===== src/rtl/irq_pkg.sv =====
package irq_pkg;
  localparam int N_SRC   = 5;
  localparam int IDX_W   = $clog2(N_SRC);
  localparam int VEC_W   = 16;
  localparam int CSR_W   = 8;
  localparam int N_MASK  = 3;

  localparam int SRC_NM  = 0;
  localparam int SRC_HI  = 1;
  localparam int SRC_MID = 2;
  localparam int SRC_LO  = 3;
  localparam int SRC_EXT = 4;

  localparam int CFG_APPLY = 3;
  localparam int CFG_FLUSH = 4;

  typedef enum logic [1:0] {
    TRG_EDGE_LVL,
    TRG_EDGE_HOLD,
    TRG_LVL
  } trig_e;

  function automatic trig_e trig_of(input int idx);
    if (idx == SRC_NM) return TRG_EDGE_LVL;
    if (idx == SRC_HI) return TRG_EDGE_HOLD;
    return TRG_LVL;
  endfunction

  function automatic logic [VEC_W-1:0] vec_of(input logic [IDX_W-1:0] idx);
    case (idx)
      IDX_W'(SRC_NM):  vec_of = VEC_W'(16'h0024);
      IDX_W'(SRC_HI):  vec_of = VEC_W'(16'h003C);
      IDX_W'(SRC_MID): vec_of = VEC_W'(16'h0034);
      IDX_W'(SRC_LO):  vec_of = VEC_W'(16'h002C);
      default:         vec_of = '0;
    endcase
  endfunction
endpackage


===== src/rtl/irq_sense.sv =====
module irq_sense
  import irq_pkg::*;
#(
  parameter trig_e KIND = TRG_LVL
) (
  input  logic clk,
  input  logic rst_n,
  input  logic raw_i,
  input  logic clr_i,
  output logic pend_o
);
  logic smp_q;
  logic rise;

  assign rise = raw_i & ~smp_q;

  always_ff @(posedge clk or negedge rst_n) begin
    if (!rst_n) smp_q <= 1'b0;
    else        smp_q <= raw_i;
  end

  generate
    if (KIND == TRG_LVL) begin : g_lvl
      logic unused_lvl;
      assign unused_lvl = rise | clr_i;
      assign pend_o = smp_q;
    end else begin : g_edge
      logic lat_q, lat_d;
      always_comb begin
        lat_d = lat_q;
        if (clr_i) lat_d = 1'b0;
        if (rise)  lat_d = 1'b1;
      end
      always_ff @(posedge clk or negedge rst_n) begin
        if (!rst_n) lat_q <= 1'b0;
        else        lat_q <= lat_d;
      end
      if (KIND == TRG_EDGE_LVL) begin : g_and
        assign pend_o = lat_q & smp_q;
      end else begin : g_hold
        assign pend_o = lat_q;
      end
    end
  endgenerate
endmodule


===== src/rtl/irq_prio.sv =====
module irq_prio
  import irq_pkg::*;
(
  input  logic [N_SRC-1:0] ok_i,
  output logic             valid_o,
  output logic [IDX_W-1:0] idx_o
);
  always_comb begin
    idx_o = '0;
    for (int i = N_SRC - 1; i >= 0; i--) begin
      if (ok_i[i]) idx_o = IDX_W'(i);
    end
    valid_o = |ok_i;
  end
endmodule


===== src/rtl/irq_ctrl_regs.sv =====
module irq_ctrl_regs
  import irq_pkg::*;
(
  input  logic              clk,
  input  logic              rst_n,
  input  logic              en_set_i,
  input  logic              en_clr_i,
  input  logic              take_mask_i,
  input  logic              apply_i,
  input  logic [N_MASK-1:0] mask_wdata_i,
  input  logic              nap_i,
  input  logic              wake_i,
  output logic              ie_o,
  output logic [N_MASK-1:0] mask_o,
  output logic              napping_o
);
  logic              ie_q, ie_d;
  logic [N_MASK-1:0] mask_q, mask_d;
  logic              nap_q, nap_d;

  always_comb begin
    ie_d = ie_q;
    if (en_set_i)    ie_d = 1'b1;
    if (en_clr_i)    ie_d = 1'b0;
    if (take_mask_i) ie_d = 1'b0;
    mask_d = mask_q;
    if (apply_i) mask_d = mask_wdata_i;
    nap_d = nap_q;
    if (nap_i)  nap_d = 1'b1;
    if (wake_i) nap_d = 1'b0;
  end

  always_ff @(posedge clk or negedge rst_n) begin
    if (!rst_n) begin
      ie_q   <= 1'b0;
      mask_q <= '1;
      nap_q  <= 1'b0;
    end else begin
      ie_q   <= ie_d;
      mask_q <= mask_d;
      nap_q  <= nap_d;
    end
  end

  assign ie_o      = ie_q;
  assign mask_o    = mask_q;
  assign napping_o = nap_q;
endmodule


===== src/rtl/vect_irq_ctrl.sv =====
module vect_irq_ctrl
  import irq_pkg::*;
(
  input  logic             clk,
  input  logic             rst_n,
  input  logic             nm_req_i,
  input  logic             vq_hi_i,
  input  logic             vq_mid_i,
  input  logic             vq_lo_i,
  input  logic             ext_req_i,
  input  logic             accept_i,
  input  logic             en_set_i,
  input  logic             en_clr_i,
  input  logic             cfg_we_i,
  input  logic [CSR_W-1:0] cfg_wdata_i,
  input  logic             nap_i,
  output logic             irq_pend_o,
  output logic [VEC_W-1:0] irq_vec_o,
  output logic             ext_ack_o,
  output logic [CSR_W-1:0] status_o,
  output logic             napping_o
);
  logic [N_SRC-1:0]  raw, clr, pend, ok;
  logic [N_MASK-1:0] mask;
  logic              ie, valid, take, take_mask, flush;
  logic [IDX_W-1:0]  idx;
  logic              ack_q, ack_d;
  logic [CSR_W-1:0]  unused_wd;

  assign unused_wd = cfg_wdata_i & ~CSR_W'(8'h1F);
  assign raw   = {ext_req_i, vq_lo_i, vq_mid_i, vq_hi_i, nm_req_i};
  assign take  = accept_i & valid;
  assign take_mask = take & (idx != IDX_W'(SRC_NM));
  assign flush = cfg_we_i & cfg_wdata_i[CFG_FLUSH];

  always_comb begin
    clr = '0;
    clr[SRC_NM] = take & (idx == IDX_W'(SRC_NM));
    clr[SRC_HI] = (take & (idx == IDX_W'(SRC_HI))) | flush;
  end

  generate
    for (genvar i = 0; i < N_SRC; i++) begin : g_src
      irq_sense #(.KIND(trig_of(i))) u_sense (
        .clk    (clk),
        .rst_n  (rst_n),
        .raw_i  (raw[i]),
        .clr_i  (clr[i]),
        .pend_o (pend[i])
      );
      if (i == SRC_NM) begin : g_nm
        assign ok[i] = pend[i];
      end else if (i == SRC_EXT) begin : g_ext
        assign ok[i] = pend[i] & ie;
      end else begin : g_rst
        assign ok[i] = pend[i] & ie & ~mask[N_MASK - i];
      end
    end
  endgenerate

  irq_prio u_prio (
    .ok_i    (ok),
    .valid_o (valid),
    .idx_o   (idx)
  );

  irq_ctrl_regs u_regs (
    .clk          (clk),
    .rst_n        (rst_n),
    .en_set_i     (en_set_i),
    .en_clr_i     (en_clr_i),
    .take_mask_i  (take_mask),
    .apply_i      (cfg_we_i & cfg_wdata_i[CFG_APPLY]),
    .mask_wdata_i (cfg_wdata_i[N_MASK-1:0]),
    .nap_i        (nap_i),
    .wake_i       (pend[SRC_NM]),
    .ie_o         (ie),
    .mask_o       (mask),
    .napping_o    (napping_o)
  );

  assign ack_d = take & (idx == IDX_W'(SRC_EXT));

  always_ff @(posedge clk or negedge rst_n) begin
    if (!rst_n) ack_q <= 1'b0;
    else        ack_q <= ack_d;
  end

  assign irq_pend_o = valid;
  assign irq_vec_o  = valid ? vec_of(idx) : '0;
  assign ext_ack_o  = ack_q;
  assign status_o   = {1'b0, pend[SRC_HI], pend[SRC_MID], pend[SRC_LO], ie, mask};
endmodule


===== config.mk =====
export PLATFORM = sky130hd
export DESIGN_NAME = vect_irq_ctrl
export DESIGN_NICKNAME = d
export VERILOG_FILES = /design/src/rtl/irq_pkg.sv /design/src/rtl/irq_sense.sv /design/src/rtl/irq_prio.sv /design/src/rtl/irq_ctrl_regs.sv /design/src/rtl/vect_irq_ctrl.sv
export SDC_FILE = /design/constraint.sdc
export NUM_CORES = 1
export LEC_CHECK = 0
export ABC_AREA = 1
export CAP_MARGIN = 20
export CORE_ASPECT_RATIO = 1.25
export CORE_MARGIN = 2
export CORE_UTILIZATION = 30
export CTS_BUF_LIST = sky130_fd_sc_hd__clkbuf_8
export DETAILED_ROUTE_END_ITERATION = 6
export PLACE_DENSITY = 0.73
export SLEW_MARGIN = 20
export SYNTH_ARGS = -nofsm -noshare
export SYNTH_HDL_FRONTEND = slang
export SYNTH_SLANG_ARGS = --single-unit

===== constraint.sdc =====
create_clock -name clk -period 1 [get_ports clk]
set_input_delay 0.15 -clock clk [delete_from_list [all_inputs] [get_ports clk]]
set_output_delay 0.15 -clock clk [all_outputs]
set_load 0.05 [all_outputs]

==> results of run 1 <==
## cell usage after synthesis
cell type,n
dfrtp_1,10
nand2_4,1
nor2_2,4
o21ai_0,3
mux2_2,3
nor2_1,7
nor3b_2,1
nand3_1,4
inv_1,5
dfstp_2,3
buf_4,18
conb_1,1
nand2_2,1
nand2_1,12
## sequential cells by signal (all words and copies together) (netlist names)
signal,count
g_src.u_sense.pend_o,4
ext_ack_o,1
u_regs.ie_o,1
u_regs.mask_o,3
u_regs.napping_o,1
g_src.u_sense.smp_q,2
g_src.u_sense.g_edge.lat_q,1
## kinds of logic (layout without fill, tap and decap cells)
logic type / count (synthesis) / in the layout / share of synthesized area [%]
buffers and inverters: 23 / 58 / 22.6
other: 1 / 13 / 0.550
DFF: 13 / 13 / 48.3
and+or+nand+nor: 30 / 30 / 21.5
AOI/OAI and AO/OA: 3 / 3 / 2.20
muxes: 3 / 3 / 4.95
## what timing repair did
item,in CTS,in global routing
resized for setup,6,9
setup buffers,3,7
pin swaps,2,1
endpoints found under the setup margin,15,15
## worst paths after layout
path / to / slack (ns) / cells past startpoint
worst max register to register: ext_ack_o / -0.23 / 5
worst min-delay path: g_src[1].u_sense.pend_o / 0.22 / 2
worst min register to register: g_src[1].u_sense.pend_o / 0.43 / 1
max in group asynchronous: u_regs.mask_o[0] / 0.55 / 2
worst max-delay path: irq_pend_o / -0.46 / 4
min in group clk: g_src[2].u_sense.pend_o / 0.35 / 1
## per-layer routing
metal / global-route usage (%) / part of all wire (%) / vias up
met5: 0 / 0 / -
met4: 4.76 / 0.67 / 0
met3: 3.80 / 8.6 / 2
met2: 21.8 / 54 / 33
met1: 13.1 / 37 / 271
li1: - / - / 288
## through the flow
stage | hold slack, ns | total power (µW)
5_1_grt | 0.240 | 2230
2_1_floorplan | -0.146 | 1200
4_1_cts | 0.229 | 2080
6_report | 0.224 | 2130
3_3_place_gp | 0.409 | 1580
3_5_place_dp | 0.434 | 1590
## layout make-up
type                       instances  share of cell area (%)
clock buffer                       3                    3.05
clock inverter                     1                   0.278
inverter                           5                    1.39
multi-input combinational         49                    22.8
sequential                        13                    24.3
tap                               31                    2.87
timing repair buffer              49                    45.3
## critical path, cell delays in order, from the launching register on
cell and delay (ns):
dfstp_2 0.55, nor2_4 0.05, nor2_4 0.19, nand3_2 0.11, buf_12 0.16
## cells in the final DEF (no fill, tap or decap)
cell type         n
nand2_1          11
o21ai_2           1
clkdlybuf4s50_1  16
nand2_4           3
mux2_4            2
dfstp_2           3
dfrtp_1          10
buf_6             8
buf_4            11
nor3b_2           1
inv_1             6
nor2_1            5
conb_1           13
nand3_2           1
nor2_4            6
mux2_2            1
clkbuf_8          3
nand3_1           3
buf_12           14
o21ai_0           2
## where the power goes
group          switching, µW  internal, µW
sequential              46.3           590
clock                    172           270
combinational            550           497
==> flow_summary.ini, run 1 <==
[logic_synthesis]
synthTopCellsByArea = dfrtp_1 (37%), buf_4 (20%), dfstp_2 (12%)
synth_seq_cells = 13
netlist_instances = 73
syn_area_per_cell_um2 = 9.34
yosysTopAreaCellShare_pct = 36.7
yosysTopAreaCell = dfrtp_1
syn_area_um2 = 682
ys_warn_count = 0
yosysSeqAreaShare_pct = 48.3
synth_cell_types = 14

[clocking]
root_buffer = clkbuf_8
htreeDepth = 1
cts.sinks = 13
numCtsBuffers = 3
postCtsHoldBufs = 0
clk_latency_ns = 0.23
clkTransAtPathRegs_ns = 0.05
cts_tree = done
cts_max_path_buffers = 2

[die]
rows = 19
num_io_pins = 47
die_h_um = 57.3
die_width_um = 46.6
dieArea_um2 = 2670
initial_utilization_pct = 31.2
core_area_um2 = 2190

[min_path]
hp-class = in2async

[routing]
route.detailed.drc = 0
drtIter0Drc = 0
wl_per_cell_um = 9.89
routed_via_density = 3.93
via_count = 594
totalWireLength_mm = 1.49
first_pass_iters = 1
antenna_left = 0

[critical_path]
required_ns = 0.85
start_kind = flop
endpoint_kind = primary output
critPathLaunch = u_regs.mask_o[1]
crit_arrival_ns = 1.31
worstSetupPathType = reg2out
cp_max_fo = 4
r2r-start = u_regs.mask_o[1]

[place]
placedCellCount = 140
io_buffers = 30
dpl.hpwl_mm = 1.15
placed_cell_area_um2 = 1200
dp_slack_ns = -0.189
gp_congestion = 0.783

[outcome]
violations = negative setup slack
outcome = complete, but fails checks

[finish]
num_antenna_cells = 0
fillers = 180
nets = 141
fin_util_pct = 61.8
drive_above_1_share_pct = 45.0
final_cell_area_um2 = 1350
area_growth_pct = 98.3
final_cells = 151
seq_area_um2 = 329
multi_input_area_um2 = 308

[global_route]
grt_antenna_before_repair = 0
grt_pass1_wl_mm = 2.36
gr-usage-all-layers_pct = 12.3
overflow = 0
grt_start_max_net_pins = 14
grt_pass1_vias = 593

[job]
maxCapViolCount = 0

[sta]
fin_skew_ns = 0.00170
setup_tns_ns = -3.88
finalHoldViolCount = 0
drv_slew = 0
setup_viol = 15
max_freq_ghz = 0.687
setup_ws_ns = -0.456
rsz0062_at_grt = true
post-route-period-util_pct = 146
period_needed_ns = 1.46

[pwr]
power_per_cell_area_nw_per_um2 = 1570
p_leak_uw = 0.000658
peakVddDrop_mv = 0.938
No activity file was read; power rests on OpenSTA's default activity.
==> run 2: changes to the inputs <==
--- a/config.mk
+++ b/config.mk
@@ -12,8 +12,10 @@
 export CORE_UTILIZATION = 30
 export CTS_BUF_LIST = sky130_fd_sc_hd__clkbuf_8
 export DETAILED_ROUTE_END_ITERATION = 6
-export PLACE_DENSITY = 0.73
+export PLACE_DENSITY = 0.71
+export SKIP_CTS_REPAIR_TIMING = 1
 export SLEW_MARGIN = 20
 export SYNTH_ARGS = -nofsm -noshare
 export SYNTH_HDL_FRONTEND = slang
+export SYNTH_HIERARCHICAL = 1
 export SYNTH_SLANG_ARGS = --single-unit
==> run 2 against run 1 <==
Net effect:
- the run still ends with negative setup slack left
- core utilization decreased by 1.3 points
- global-route usage decreased by 1.2 points
- combinational power increased by 24%
- critical endpoint is now irq_vec_o[4]
- largest cell class unchanged
- largest power group unchanged
- highest routed layer unchanged
==> flow_summary.ini, run 2 <==
[routing]
drtIter0Drc = 7
top_layer_used = met4
route.detailed.drc = 0
wl_per_cell_um = 9.09
antenna_left = 0
dr_wl_met2_um = 957
via_count = 700
wl_met3_um = 92
first_pass_iters = 4
wl_met1_um = 564
totalWireLength_mm = 1.63
routed_via_density = 3.91

[die]
initial_utilization_pct = 31.0
core_area_um2 = 2400
die_h_um = 59.7
die_width_um = 48.6
dieArea_um2 = 2900
rows = 20
num_io_pins = 47

[clocking]
clkTransAtPathRegs_ns = 0.05
numCtsBuffers = 3
root_buffer = clkbuf_8
cts_max_path_buffers = 2
cts_tree = done
clk_latency_ns = 0.23
cts.sinks = 13
htreeDepth = 1

[finish]
nets = 167
largest_reg_flops = 4
drive_above_1_share_pct = 43.8
area_growth_pct = 95.3
final_cell_mix = nand2_1 (24), clkdlybuf4s50_1 (16), buf_12 (14), conb_1 (13), inv_1 (12)
num_antenna_cells = 0
fillers = 207
final_cells = 179
fin_util_pct = 60.5
final_common_cell = nand2_1

[logic_synthesis]
syn_area_um2 = 744
yosysTopAreaCell = dfrtp_1
syn_area_per_cell_um2 = 7.30
yosysTopAreaCellShare_pct = 33.6
ys_async_sr_fraction_pct = 100
synth_seq_cells = 13
synthTopCellsByArea = dfrtp_1 (34%), buf_4 (18%), nand2_1 (16%)
synth_edf_count = 0
yosysMostFrequentCell = nand2_1
synth_top_cells_by_count = nand2_1 (31), buf_4 (18), inv_1 (14), nor2_1 (14), dfrtp_1 (10)
synth_cell_types = 13
dominantRegCellSynth = dfrtp_1
ys_warn_count = 6
yosysSeqAreaShare_pct = 44.2
netlist_instances = 102

[global_route]
grt_antenna_before_repair = 0
grt_start_max_net_pins = 14
grt_pass1_vias = 617
grt_pass1_wl_mm = 2.47
overflow = 0
gr-usage-all-layers_pct = 11.1

[critical_path]
required_ns = 0.85
crit_top_cell = nor2_4
endpoint_kind = primary output
crit_chain = nor2_4 -> nor2_4 -> nand2_2 -> nor2_4 -> inv_2 -> nand2_4 -> inv_8 -> nand2_4 -> nor2_4 -> buf_12
path_buf_inv = 3
cp_top_family = simple AND/OR/NAND/NOR gates
worstSetupPathType = reg2out
cpPeakStageDelay_ns = 0.56
start_kind = flop
cpMaxStageDelayCell = dfstp_2
cp_max_fo = 3
crit_arrival_ns = 1.62

[pwr]
power.clock.fraction_pct = 18.2
p_sw_uw = 946
power_frac_comb_pct = 54.6
switching_share_pct = 39.7
power_per_cell_area_nw_per_um2 = 1640
peakVddDrop_mv = 0.821
seq_power_share_pct = 27.2
p_leak_uw = 0.000703
internal-power_uw = 1440

[sta]
fin_skew_ns = 0.000715
setup_ws_ns = -0.775
finalHoldViolCount = 0
post-route-period-util_pct = 177
holdWs_ns = 0.215
rsz0062_at_grt = true
drv_slew = 0
setup_viol = 16
max_freq_ghz = 0.563
period_needed_ns = 1.77

[place]
placedCellCount = 173
io_buffers = 30
gp_congestion = 0.888
dpl.hpwl_mm = 1.35

[outcome]
outcome = complete, but fails checks
violations = negative setup slack

[min_path]
hp-class = in2async

[job]
maxCapViolCount = 0
## run 2: changes by cell type after synthesis, moves of 2 or more
| cell | before | now |
|---|---|---|
| a21oi_1 | 0 | 2 |
| nand2_1 | 12 | 31 |
| nor2_2 | 4 | 2 |
| o21ai_0 | 3 | 0 |
| nand3_1 | 4 | 2 |
| inv_1 | 5 | 14 |
| nor2_1 | 7 | 14 |
| mux2_2 | 3 | 0 |
| inv_2 | 0 | 3 |
## run 2: cell type report
class	instances	area [µm²]	area share (%)
Clock buffer	3	41.3	2.84
Clock inverter	1	3.75	0.258
Inverter	17	71.3	4.91
Multi-Input combinational cell	66	387	26.6
Sequential cell	13	330	22.7
Tap cell	33	41.3	2.84
Timing Repair Buffer	46	579	39.8
## run 2: logic make-up after synthesis
family | count (synthesis) | synth area share, %
AOI/OAI and AO/OA | 2 | 1.34
and+or+nand+nor | 51 | 27.2
buffers and inverters | 35 | 26.7
other | 1 | 0.504
DFF | 13 | 44.2
## run 2: final timing paths
| kind | from | to | slack, ns | cells past startpoint |
|---|---|---|---|---|
| min in group clk | vq_lo_i | g_src[3].u_sense/pend_o | 0.36 | 1 |
| setup reg to reg | u_regs/mask_o[2] | g_src[1].u_sense/pend_o | -0.57 | 12 |
| hold / removal | rst_n | ext_ack_o | 0.21 | 2 |
| setup / recovery | u_regs/mask_o[2] | irq_vec_o[4] | -0.77 | 10 |
| max in group asynchronous | rst_n | u_regs/mask_o[1] | 0.55 | 2 |
| hold reg to reg | g_src[1].u_sense/smp_q | g_src[1].u_sense/pend_o | 0.50 | 3 |
## run 2: power by group through the flow
stage          clock network, µW  logic, µW  registers [µW]
6_report                     434       1300             647
5_1_grt                      483       1370             651
4_1_cts                      453       1240             639
3_5_place_dp                   0       1240             647
3_3_place_gp                   0       1220             643
2_1_floorplan                  0        658             731
## run 2: stage by stage
| step | setup WS [ns] | total power [µW] | TNS (ns) | area (µm²) |
|---|---|---|---|---|
| after floorplan | -0.657 | 1390 | -4.76 | 885 |
| after global placement | -0.493 | 1860 | -3.62 | 1330 |
| after detailed placement | -0.540 | 1880 | -4.01 | 1330 |
| after CTS | -0.800 | 2330 | -6.30 | 1380 |
| after global routing | -0.855 | 2500 | -7.38 | 1450 |
| final | -0.775 | 2380 | -6.36 | 1450 |
## run 2: per-layer routing
metal	global-route usage (%)	vias to the layer above
li1	-	352
met3	3.00	2
met1	11.2	323
met5	0	-
met2	21.6	23
met4	4.90	0
